$ cat src/rtl/i2c_sclgen_pkg.sv
package i2c_sclgen_pkg;
  typedef enum logic [1:0] {
    PH_IDLE = 2'd0,
    PH_LOW  = 2'd1,
    PH_WAIT = 2'd2,
    PH_HIGH = 2'd3
  } scl_phase_e;
endpackage

$ cat src/rtl/sclgen_prescale.sv
module sclgen_prescale #(
  parameter int N_W = 3
) (
  input  logic           clk,
  input  logic           rst_n,
  input  logic           enable,
  input  logic [N_W-1:0] div_n,
  output logic           tick
);
  localparam int CW = (1 << N_W) - 1;

  logic [CW-1:0] cnt;
  logic [CW-1:0] mask;

  // mask selects the low div_n bits of the free counter
  always_comb begin
    mask = '0;
    for (int i = 0; i < CW; i++) begin
      if (i < int'(div_n)) mask[i] = 1'b1;
    end
  end

  always_ff @(posedge clk or negedge rst_n) begin
    if (!rst_n)       cnt <= '0;
    else if (!enable) cnt <= '0;
    else              cnt <= cnt + 1'b1;
  end

  assign tick = enable && ((cnt & mask) == mask);

  AST_TICK_SPACING: assert property (@(posedge clk) disable iff (!rst_n)
    (tick && enable && div_n != '0) |=> (!tick || !$stable(div_n)));
endmodule

$ cat src/rtl/sclgen_phase.sv
module sclgen_phase
  import i2c_sclgen_pkg::*;
#(
  parameter int M_W = 4
) (
  input  logic           clk,
  input  logic           rst_n,
  input  logic           enable,
  input  logic           tick,
  input  logic [M_W-1:0] div_m,
  input  logic           scl_in,
  input  logic           hold,
  output logic           drive_low,
  output logic           rise_stb,
  output logic           mid_stb,
  output logic           fall_stb
);
  localparam int HW = $clog2(5 * (1 << M_W) + 1);

  scl_phase_e      state;
  logic [HW-1:0]   cnt;
  logic [HW-1:0]   half_len;
  logic [HW-1:0]   last_tick;
  logic [HW-1:0]   mid_tick;

  assign half_len  = (HW'(div_m) + HW'(1)) * HW'(5);
  assign last_tick = half_len - HW'(1);
  assign mid_tick  = half_len >> 1;

  always_ff @(posedge clk or negedge rst_n) begin
    if (!rst_n) begin
      state     <= PH_IDLE;
      cnt       <= '0;
      drive_low <= 1'b0;
      rise_stb  <= 1'b0;
      mid_stb   <= 1'b0;
      fall_stb  <= 1'b0;
    end else begin
      rise_stb <= 1'b0;
      mid_stb  <= 1'b0;
      fall_stb <= 1'b0;
      if (!enable) begin
        state     <= PH_IDLE;
        cnt       <= '0;
        drive_low <= 1'b0;
      end else if (tick) begin
        case (state)
          PH_IDLE: begin
            state     <= PH_LOW;
            cnt       <= '0;
            drive_low <= 1'b1;
            fall_stb  <= 1'b1;
          end
          PH_LOW: begin
            // counts only while the line is really low; saturates under hold
            if (!scl_in) begin
              if (cnt == last_tick) begin
                if (!hold) begin
                  state     <= PH_WAIT;
                  cnt       <= '0;
                  drive_low <= 1'b0;
                end
              end else begin
                cnt <= cnt + 1'b1;
              end
            end
          end
          PH_WAIT: begin
            // stretched by any device still holding the line
            if (scl_in) begin
              state    <= PH_HIGH;
              cnt      <= HW'(1);
              rise_stb <= 1'b1;
            end
          end
          PH_HIGH: begin
            if (!scl_in || cnt == last_tick) begin
              state     <= PH_LOW;
              cnt       <= '0;
              drive_low <= 1'b1;
              fall_stb  <= 1'b1;
            end else begin
              cnt <= cnt + 1'b1;
              if (cnt == mid_tick) mid_stb <= 1'b1;
            end
          end
          default: state <= PH_IDLE;
        endcase
      end
    end
  end

  AST_STROBE_EXCL: assert property (@(posedge clk) disable iff (!rst_n)
    $onehot0({rise_stb, mid_stb, fall_stb}));
  AST_FALL_WITH_DRIVE: assert property (@(posedge clk) disable iff (!rst_n)
    fall_stb |-> drive_low);
  AST_DRIVE_ON_TICK: assert property (@(posedge clk) disable iff (!rst_n)
    (enable && !tick) |=> $stable(drive_low));
  AST_HOLD_KEEPS_LOW: assert property (@(posedge clk) disable iff (!rst_n)
    (enable && hold && drive_low) |=> (drive_low || !enable));
  AST_STRETCH_WAITS: assert property (@(posedge clk) disable iff (!rst_n)
    (enable && tick && state == PH_WAIT && !scl_in) |=> (!rise_stb && !drive_low));
  AST_IDLE_QUIET: assert property (@(posedge clk) disable iff (!rst_n)
    !enable |=> (!drive_low && !rise_stb && !mid_stb && !fall_stb));
endmodule

$ cat src/rtl/i2c_scl_gen.sv
module i2c_scl_gen #(
  parameter int N_W = 3,
  parameter int M_W = 4
) (
  input  logic           clk,
  input  logic           rst_n,
  input  logic           enable,
  input  logic [N_W-1:0] div_n,
  input  logic [M_W-1:0] div_m,
  input  logic           scl_in,
  input  logic           hold,
  output logic           scl_drive_low,
  output logic           sample_tick,
  output logic           rise_stb,
  output logic           mid_stb,
  output logic           fall_stb
);
  logic tick;

  sclgen_prescale #(.N_W(N_W)) u_pre (
    .clk    (clk),
    .rst_n  (rst_n),
    .enable (enable),
    .div_n  (div_n),
    .tick   (tick)
  );

  sclgen_phase #(.M_W(M_W)) u_ph (
    .clk       (clk),
    .rst_n     (rst_n),
    .enable    (enable),
    .tick      (tick),
    .div_m     (div_m),
    .scl_in    (scl_in),
    .hold      (hold),
    .drive_low (scl_drive_low),
    .rise_stb  (rise_stb),
    .mid_stb   (mid_stb),
    .fall_stb  (fall_stb)
  );

  assign sample_tick = tick;
endmodule

$ cat config.mk
export PLATFORM = sky130hd
export DESIGN_NAME = i2c_scl_gen
export DESIGN_NICKNAME = d
export VERILOG_FILES = /design/src/rtl/i2c_sclgen_pkg.sv /design/src/rtl/sclgen_prescale.sv /design/src/rtl/sclgen_phase.sv /design/src/rtl/i2c_scl_gen.sv
export SDC_FILE = /design/constraint.sdc
export NUM_CORES = 1
export LEC_CHECK = 0
export BUFFER_PORTS_ARGS = -buffer_cell sky130_fd_sc_hd__buf_4
export CORE_MARGIN = 2
export CORE_UTILIZATION = 55
export DETAILED_ROUTE_END_ITERATION = 10
export GPL_TIMING_DRIVEN = 0
export HOLD_SLACK_MARGIN = 0.12
export PLACE_DENSITY = 0.75
export SLEW_MARGIN = 20
export SYNTH_ARGS = -nofsm -noshare
export SYNTH_HDL_FRONTEND = slang
export SYNTH_HIERARCHICAL = 1
export SYNTH_SLANG_ARGS = --single-unit
$ cat constraint.sdc
create_clock -name clk -period 3 [get_ports clk]
set_input_delay 0.6 -clock clk [delete_from_list [all_inputs] [get_ports clk]]
set_output_delay 0.6 -clock clk [all_outputs]
set_load 0.1 [all_outputs]
# Word level (Yosys, flattened, before mapping)
# Index checks and enable logic that the tools add are counted.
# totals
register_bits	20
in_bits	12
out_inout_bits	5
# op_classes
n_addsub	4
multipliers	1
n_lt_le_gt_ge	7
eq_ne	14
n_mux	44
bitwise	1
n_reduce_logical	7
# op_table
op	n
$mux W7	8
$pmux W7 S4	1
$mux W1	25
$add A7 B1 Y7 const B	2
$eq A7 B7 Y1	2
$mux W2	7
$reduce_and A6 Y1	2
$lt A3 B3 Y1 const A	3
$ne A3 B3 Y1 const B	3
$pmux W2 S4	1
$and A7 B7 Y7	1
$eq A7 B6 Y1	1
$mul A7 B3 Y7 const B	1
$sub A7 B1 Y7 const B	1
$lt A1 B3 Y1 const A	2
$lt A2 B3 Y1 const A	2
$ne A3 B2 Y1 const B	2
$add A4 B1 Y5 const B	1
$eq A2 B2 Y1 const B	2
$ne A4 B1 Y1 const B	1
$ne A4 B4 Y1 const B	1
$reduce_and A4 Y1	1
$pmux W1 S3	1
$eq A2 B1 Y1 const B	1
6 further kinds	6

# Logic depth before layout (Yosys ltp)
# Gate-level depths: netlist (run 1).
# logic_depth
depth_word	9
mapped_depth	13
depth_no_buf	12

# Cells and area by module
# The synthesis (run 1) kept the hierarchy.
# by_module_without_submodules
module	n_inst	cells_per_inst	area_each_um2
sclgen_phase	1	154	1460.2
sclgen_prescale	1	37	362.8

# Least setup slack after synthesis (run 1)
# No wires, ideal clock.
# synth_path
kind	in2reg
startpoint	input port div_n[1]
endpoint	register u_ph.cnt[4]
setup_ps	90
arrival_ps	3946
t_required_ps	2910
path_slack_ps	-1036
path_stages	9
path_buffers	0
path_cell_list	a21boi_0 > o21ai_0 > nand3_1 > a21oi_1 > o211ai_1 > nor3b_1 > nand2_1 > or4_1 > o221ai_1
# synth_via
elab_chain_cells	7
elab_cells_between_ends	19
# synth_rtl
element	line_no	rtl
start, declared	i2c_scl_gen.sv:8	input logic [N_W-1:0] div_n,
$lt A1 B3 Y1 (tied with other cells)	sclgen_prescale.sv:19	if (i < int'(div_n)) mask[i] = 1'b1;
$mux W1	sclgen_prescale.sv:19	
$and A7 B7 Y7	sclgen_prescale.sv:29	assign tick = enable && ((cnt & mask) == mask);
$eq A7 B7 Y1 *	sclgen_prescale.sv:29	
$logic_and A1 B1 Y1 *	sclgen_prescale.sv:29	
via sample_tick	i2c_scl_gen.sv:13	output logic sample_tick,
$ne A2 B1 Y1 (no line) *	n/a	
$reduce_and A4 Y1 (no line) *	n/a	
end signal, assigned	sclgen_phase.sv:64	cnt <= cnt + 1'b1;
end signal, assigned	sclgen_phase.sv:83	cnt <= cnt + 1'b1;
end, declared	sclgen_phase.sv:21	logic [HW-1:0] cnt;
# The timed path passes the listed nets; every way through them passes the cells marked *.
# A chain may end at the register's enable or synchronous reset.

# Worst setup path in the final report (run 1)
# layout_path
startpoint	input port div_m[2]
endpoint	register u_ph.drive_low
# layout_via
elab_chain_cells	7
elab_cells_between_ends	8
# layout_rtl
element	line_no	rtl
start, declared	i2c_scl_gen.sv:9	input logic [M_W-1:0] div_m,
$add A4 B1 Y5 *	sclgen_phase.sv:26	assign half_len = (HW'(div_m) + HW'(1)) * HW'(5);
$mul A7 B3 Y7 *	sclgen_phase.sv:26	
$sub A7 B1 Y7 *	sclgen_phase.sv:27	assign last_tick = half_len - HW'(1);
$eq A7 B7 Y1 *	sclgen_phase.sv:57, sclgen_phase.sv:77	
$logic_or A1 B1 Y1	sclgen_phase.sv:77	if (!scl_in || cnt == last_tick) begin
$ne A3 B2 Y1 (no line)	n/a	
$reduce_and A6 Y1 (no line) *	n/a	
end signal, assigned	sclgen_phase.sv:51	drive_low <= 1'b1;
end signal, assigned	sclgen_phase.sv:61	drive_low <= 1'b0;
end signal, assigned	sclgen_phase.sv:80	drive_low <= 1'b1;
end, declared	sclgen_phase.sv:13	output logic drive_low,
# Mark *: on every way between the ends. The rest lies on a longest branch, timed or not.

==> results of run 1 <==
[kinds of logic after synthesis]
group | after synthesis | synth area share
muxes | 2 | 0.0110
buffers and inverters | 19 | 0.0480
adders and majority gates | 15 | 0.107
xor gates and xnor gates | 21 | 0.121
and+or+nand+nor | 75 | 0.239
AOI/OAI and AO/OA | 39 | 0.199
DFF | 20 | 0.275
[worst max-delay path, stage by stage]
cell and delay (ns):
buf_8 0.08, buf_12 0.10, nand3_4 0.09, xnor2_4 0.20
ha_4 0.23, ha_4 0.15, inv_2 0.05, fa_2 0.47
buf_6 0.15, xor2_2 0.17, and3_4 0.20, a211oi_4 0.28
o211ai_4 0.17, buf_4 0.18, a211oi_2 0.19, o221a_1 0.20
[through the flow]
step / hold slack [ns] / cells / area, um^2
CTS: 0.155 / 267 / 2270
global placement: 0.487 / 251 / 2100
detailed placement: 0.489 / 251 / 2100
global route: 0.150 / 270 / 2390
finish: 0.157 / 270 / 2390
floorplan: 0.304 / 191 / 1920
[Yosys cell counts, types with 2 or more instances]
cell type  number
a211oi_2        3
a21o_1          2
a21oi_1         3
a221o_1         4
and2_1          4
and3_1          4
buf_6           2
clkbuf_1        2
dfrtp_1        20
ha_1           14
inv_1          13
mux2i_1         2
nand2_1        17
nand2b_1        2
nand3_1        12
nand4_1         2
nor2_1          7
nor2_2          2
nor2b_1         5
nor3_1          6
nor3b_1         3
o21ai_0         6
o221ai_1        2
or3_1           3
xnor2_1        12
xor2_1          6
[power by group through the flow]
stage / combinational (uW) / clock, uW / sequential [uW]
6_report: 318 / 155 / 279
5_1_grt: 341 / 173 / 280
4_1_cts: 273 / 160 / 279
3_5_place_dp: 238 / 0 / 284
3_3_place_gp: 228 / 0 / 284
2_1_floorplan: 178 / 0 / 287
[timing repair]
item / CTS / global route
endpoints found under the setup margin: 12 / 12
gates resized for setup: 10 / 13
setup buffers: 12 / 3
pin swaps: 15 / 11
[layout by cell type, fill, tap and decap left out, types with 3 or more instances in the layout]
| cell | netlist | routed |
|---|---|---|
| a211oi_2 | 3 | 3 |
| inv_2 | 1 | 4 |
| nand3_1 | 12 | 9 |
| or3_1 | 3 | 3 |
| xor2_1 | 6 | 5 |
| o21ai_0 | 6 | 6 |
| xnor2_1 | 12 | 11 |
| nand3_2 | 1 | 3 |
| buf_6 | 2 | 4 |
| nor2_1 | 7 | 7 |
| nor2b_1 | 5 | 4 |
| nor3b_1 | 3 | 3 |
| inv_1 | 13 | 10 |
| and2_1 | 4 | 4 |
| ha_1 | 14 | 9 |
| nor3_1 | 6 | 6 |
| nand2_1 | 17 | 17 |
| clkbuf_4 | 0 | 3 |
| ha_4 | 0 | 5 |
| buf_4 | 0 | 27 |
| dfrtp_1 | 20 | 20 |
| a221o_1 | 4 | 4 |
| and3_1 | 4 | 3 |
[cell type report]
class / instances / area, um^2
well taps: 44 / 55.1
plain buffers: 5 / 50.0
inverters: 14 / 52.6
repair buffers: 31 / 255
flip-flops and latches: 20 / 500
clock buffers: 4 / 36.3
fillers: 228 / 712
multi-input cells: 152 / 1440
[final timing paths]
path,from,to,slack (ns),cells after the start
setup reg to reg,u_pre/cnt[2],u_ph/cnt[4],0.39,9
max in group asynchronous,rst_n,u_ph/state[1],2.63,1
setup / recovery,div_m[2],u_ph/drive_low,-0.28,16
hold reg to reg,u_pre/cnt[0],u_pre/cnt[0],0.52,1
hold / removal,rst_n,u_ph/fall_stb,0.16,1
min in group clk,u_pre/cnt[0],u_pre/cnt[0],0.52,1
[per-layer routing]
metal / GRT usage / vias up / part of all wire / wire [um]
li1: - / 765 / - / -
met1: 0.327 / 768 / 0.44 / 1870
met2: 0.448 / 43 / 0.51 / 2200
met3: 0.0378 / 2 / 0.045 / 193
met4: 0.0517 / 0 / 0.0028 / 12
met5: 0 / - / 0 / 0
[sequential cells by signal, summed over array words and instances, names as in the netlist]
signal,cells
u_pre/cnt,7
u_ph/state,2
u_ph/cnt,7
u_ph/fall_stb,1
u_ph/rise_stb,1
u_ph/mid_stb,1
u_ph/drive_low,1
==> key figures, run 1 <==
Power and ir drop
  • Sw Ratio: 0.327
  • Sequential share of power: 0.370
  • Clock power frac: 0.207
  • Combinational share of power: 0.423
  • Total power: roughly 750 uW
  • Psw: ~250 uW
  • Power Density: roughly 310 nW/um^2
  • Pint: 506 uW
  • Peak supply drop: 0.281 mV
  • Leak: 0.00101 uW

Critical path
  • Critical Path AT: 3.52 ns
  • Critical Path Source Type: primary input
  • Critical path class: primary input to register
  • Crit Path Max Fanout: 4
  • Critical Path RT: roughly 3.2 ns
  • Critical path endpoint category: register

Finish
  • Nets@finish: 254
  • N_diodes: 0
  • Layout area overhead: 31.2%
  • Layout cells sized above 1: 0.341
  • Utilization after layout: 0.771

Route
  • Vias per Instance: 5.84
  • Per-cell routed wire length: 15.8 um
  • Initial DRT Pass Iterations: 4
  • ANT nets after route: 0
  • Post-detailed-route DRC marker count: 0
  • WL final: 4270 um
  • DR iter-0 viols: 86
  • Vias: 1578

Floorplanning
  • Core area: 3100 um^2
  • Starting density of the core: 0.587
  • Die area: 3790 um^2
  • Top Ports: 17
  • Row cnt: 20
  • Width of the die: 61.6 um
  • Die height: 61.6 um

Clocking
  • TritonCTS buffer count: 3
  • Clk root buf: clkbuf_4
  • CTS Buffer Depth: 2
  • CTS hold repair buffers: 0
  • Htree depth: 1
  • Worst skew pair latency: 0.30 ns
  • CTS tree: yes
  • Clock sink count: 20
  • Clk slew on worst S/H paths: 0.11 ns

Synthesis
  • Yosys warns: 6
  • Cell count after synthesis: between 150 and 200
  • Top_reg_cell synth: dfrtp_1
  • Top post-synthesis cells by area: dfrtp_1 27%, ha_1 9.6%, xnor2_1 5.8%
  • Async SR Flop Fraction: 1.00
  • Synth top area share: 0.275
  • Syn Area/Cell: between 9 and 10 um^2
  • FF+latch count, synth: 20
  • Cell variety after synth: between 50 and 60
  • Synth Cell Area: 1820 um^2
  • Cell taking the most area after synthesis: dfrtp_1
  • Syn_nets: ~220
  • Sequential area share after synthesis: 0.275
  • Post-synth EDFFs: 0

Timing
  • Clk_skew: between 0.002 and 0.0025 ns
  • Relative slew slack: 0.722
  • Crit share post-route: 1.09
  • Setup WS post-layout: -0.280 ns
  • Final Max Slew Viols: 0
  • Final Hold Viols: 0
  • RSZ-0062 raised after global routing: true
  • Slew @ Worst Pin: 0.414 ns
  • Final setup violation count: 10
  • Fmax: 0.305 GHz
  • Final min period: 3.28 ns
  • Setup Total Neg Slack: -2.29 ns

GRT
  • First-pass GRT wire length: 7110 um
  • Initial antenna violation count: 0
  • GR Overflow Total: 0
  • Largest net degree at the start of global routing: 21
  • Number of global-route vias before repair: 1569
  • Global Route Usage Sum: 0.253

Placed design
  • Dpl hpwl: 3130 um
  • Port buffer count: 16
  • RePlAce Congestion: 0.765
  • Worst slack at placement: -0.762 ns

Status
  • Status: finished, violations left
  • Failing checks: setup timing

Min path
  • Min-Delay Path Class: primary input to asynchronous set/reset pin

Flow run
  • Max_cap viols: 0
Power figures use the tool's default switching activity.
==> run 2: changes to the inputs <==
- ABC_AREA: not set -> 1
- TNS_END_PERCENT: not set -> 1
==> key figures, run 2 <==
Status
  • Status: finished clean

GRT
  • Number of global-route vias before repair: between 1000 and 1500
  • First-pass GRT wire length: 6170 um
  • Initial antenna violation count: 0
  • Global Route Usage Sum: 0.216
  • Largest net degree at the start of global routing: 21
  • GR Overflow Total: 0

Power and ir drop
  • Clock power frac: 0.130
  • Psw: between 400 and 500 uW
  • Sw Ratio: 0.435
  • Power Density: 423 nW/um^2
  • Sequential share of power: 0.348
  • Combinational share of power: 0.522
  • Leak: 0.00117 uW
  • Total power: 928 uW
  • Pint: 524 uW
  • Peak supply drop: 0.361 mV

Synthesis
  • Most instantiated cells after synthesis: 74 x nand2_1, 42 x inv_1, 20 x dfrtp_1
  • Cell count after synthesis: 257
  • Adder-cell share of the synthesized area: 0.109
  • FF+latch count, synth: 20
  • Cell taking the most area after synthesis: dfrtp_1
  • Post-synth EDFFs: 0
  • Cell variety after synth: 27
  • Multiplexer share of the synthesized area: 0
  • Top post-synthesis cells by area: dfrtp_1 28%, nand2_1 16%, ha_1 9.8%
  • Synth top area share: 0.279
  • Yosys warns: 6
  • Synth Cell Area: between 1500 and 2000 um^2
  • Post-Synth XOR/XNOR Area: 0.0782
  • Syn Area/Cell: 6.97 um^2
  • Top-count cell post-synth: nand2_1
  • Async SR Flop Fraction: 1.00
  • Largest family of logic cells by synthesized area: simple AND/OR/NAND/NOR gates
  • Syn_nets: ~280
  • Simple-gate portion of the synthesized area: 0.359
  • Synth Area in Compound Gates: 0.0747
  • Top_reg_cell synth: dfrtp_1
  • Sequential area share after synthesis: 0.279

Placed design
  • Dpl hpwl: about 2700 um
  • Placed cell count: 317
  • Port buffer count: 16
  • Worst slack at placement: -0.348 ns
  • RePlAce Congestion: approximately 0.90
  • Dpl cell area: about 2000 um^2

Finish
  • Fin area: 2190 um^2
  • Commonest non-fill, non-tap cell in the layout: nand2_1
  • Top flop regs: u_ph/cnt (7), u_pre/cnt (7), u_ph/state (2)
  • N_diodes: 0
  • Nets@finish: 313
  • Layout cells sized above 1: 0.246
  • Most frequent cells in the layout: 70 x nand2_1, 40 x inv_1, 21 x buf_4
  • Non-filler instance count after layout: 328
  • Layout area overhead: 22.5%
  • Utilization after layout: 0.713
  • Fill count: 257

Timing
  • Final Hold Viols: 0
  • Slew @ Worst Pin: roughly 0.33 ns
  • Setup WS post-layout: between 0.06 and 0.07 ns
  • Crit share post-route: 0.979
  • Final Max Slew Viols: 0
  • Relative slew slack: 0.780
  • Final min period: 2.94 ns
  • Clk_skew: 0.00371 ns
  • Final setup violation count: 0
  • RSZ-0062 raised after global routing: true
  • Fmax: around 0.34 GHz

Floorplanning
  • Die height: 61.1 um
  • Row cnt: 20
  • Starting density of the core: 0.582
  • Top Ports: 17
  • Core area: 3080 um^2
  • Width of the die: 61.1 um
  • Die area: 3730 um^2

Route
  • ANT nets after route: 0
  • Vias: 1643
  • Initial DRT Pass Iterations: 4
  • Per-cell routed wire length: around 12 um
  • WL final: 3860 um
  • Vias per Instance: 5.01
  • Post-detailed-route DRC marker count: 0
  • DR iter-0 viols: 71

Critical path
  • Crit Path Max Fanout: 7
  • Critical Path Source Type: primary input
  • Critical Path RT: around 3.2 ns
  • Critical path class: primary input to register
  • Critical Path AT: 3.17 ns
  • Critical path endpoint category: register

Clocking
  • TritonCTS buffer count: 3
  • CTS Buffer Depth: 2
  • Worst skew pair latency: 0.29 ns
  • Htree depth: 1
  • CTS tree: yes
  • Clk root buf: clkbuf_4
  • Clk slew on worst S/H paths: 0.10 ns
  • Clock sink count: 20

Min path
  • Min-Delay Path Class: primary input to asynchronous set/reset pin

Flow run
  • Max_cap viols: 0
[run 2: area by class of cell]
cell class | count | area [um^2] | area share
Timing Repair Buffer | 24 | 208 | 0.0946
Multi-Input combinational cell | 190 | 1230 | 0.560
Buffer | 4 | 17.5 | 0.00798
Tap cell | 44 | 55.1 | 0.0251
Sequential cell | 20 | 500 | 0.228
Inverter | 43 | 161 | 0.0735
Clock buffer | 3 | 22.5 | 0.0103
[run 2: kinds of logic after synthesis]
family          Yosys count
simple gates            138
buf+inv                  47
compound gates           21
flops                    20
xor+xnor                 16
fa+ha+maj                15
[run 2: metal layers]
| layer | vias up | track usage | part of all wire |
|---|---|---|---|
| li1 | 863 | - | - |
| met1 | 758 | 0.301 | 0.46 |
| met2 | 20 | 0.359 | 0.51 |
| met3 | 2 | 0.0378 | 0.021 |
| met4 | 0 | 0.0373 | 0.0049 |
| met5 | - | 0 | 0 |
[run 2: final timing paths]
check / startpoint / endpoint / slack [ns] / cells after the start
max in group asynchronous: rst_n / u_ph/cnt[5] / 2.61 / 1
min in group clk: u_pre/cnt[0] / u_pre/cnt[0] / 0.52 / 1
min reg2reg: u_pre/cnt[0] / u_pre/cnt[0] / 0.52 / 1
max reg2reg: u_pre/cnt[4] / u_ph/mid_stb / 0.86 / 12
min: rst_n / u_ph/mid_stb / 0.17 / 1
max: div_m[0] / u_ph/cnt[0] / 0.06 / 17
[run 2: worst max-delay path: stages]
cell	delay (ns)
buf_12	0.10
nand3_4	0.06
xor2_2	0.18
ha_1	0.30
ha_2	0.19
inv_2	0.04
fa_2	0.64
nand3_2	0.12
nor2_2	0.14
nand2_1	0.09
nand3_2	0.08
nand2_2	0.08
nand3_2	0.10
nand3_2	0.09
nor2_4	0.21
nand2_1	0.08
nand2_1	0.07
[run 2: power by group through the flow]
stage	clock (uW)	sequential (uW)	combinational [uW]
after detailed placement	0	329	424
after global placement	0	327	423
after floorplan	0	369	291
final	121	323	484
after global routing	139	327	538
after CTS	130	323	435
[run 2: what timing repair did]
action / 4_1_cts / 5_1_grt
resized for setup: 6 / 25
buffers inserted: 0 / 8
cloned: 0 / 0
hold buffers: 0 / 0
setup endpoints to repair: 10 / 12
pin swaps: 4 / 17
[run 2: through the flow]
stage	TNS, ns	hold slack, ns
6_report	0	0.173
5_1_grt	-0.523	0.171
4_1_cts	0	0.165
3_5_place_dp	-3.68	0.499
3_3_place_gp	-3.24	0.500
2_1_floorplan	0	0.304
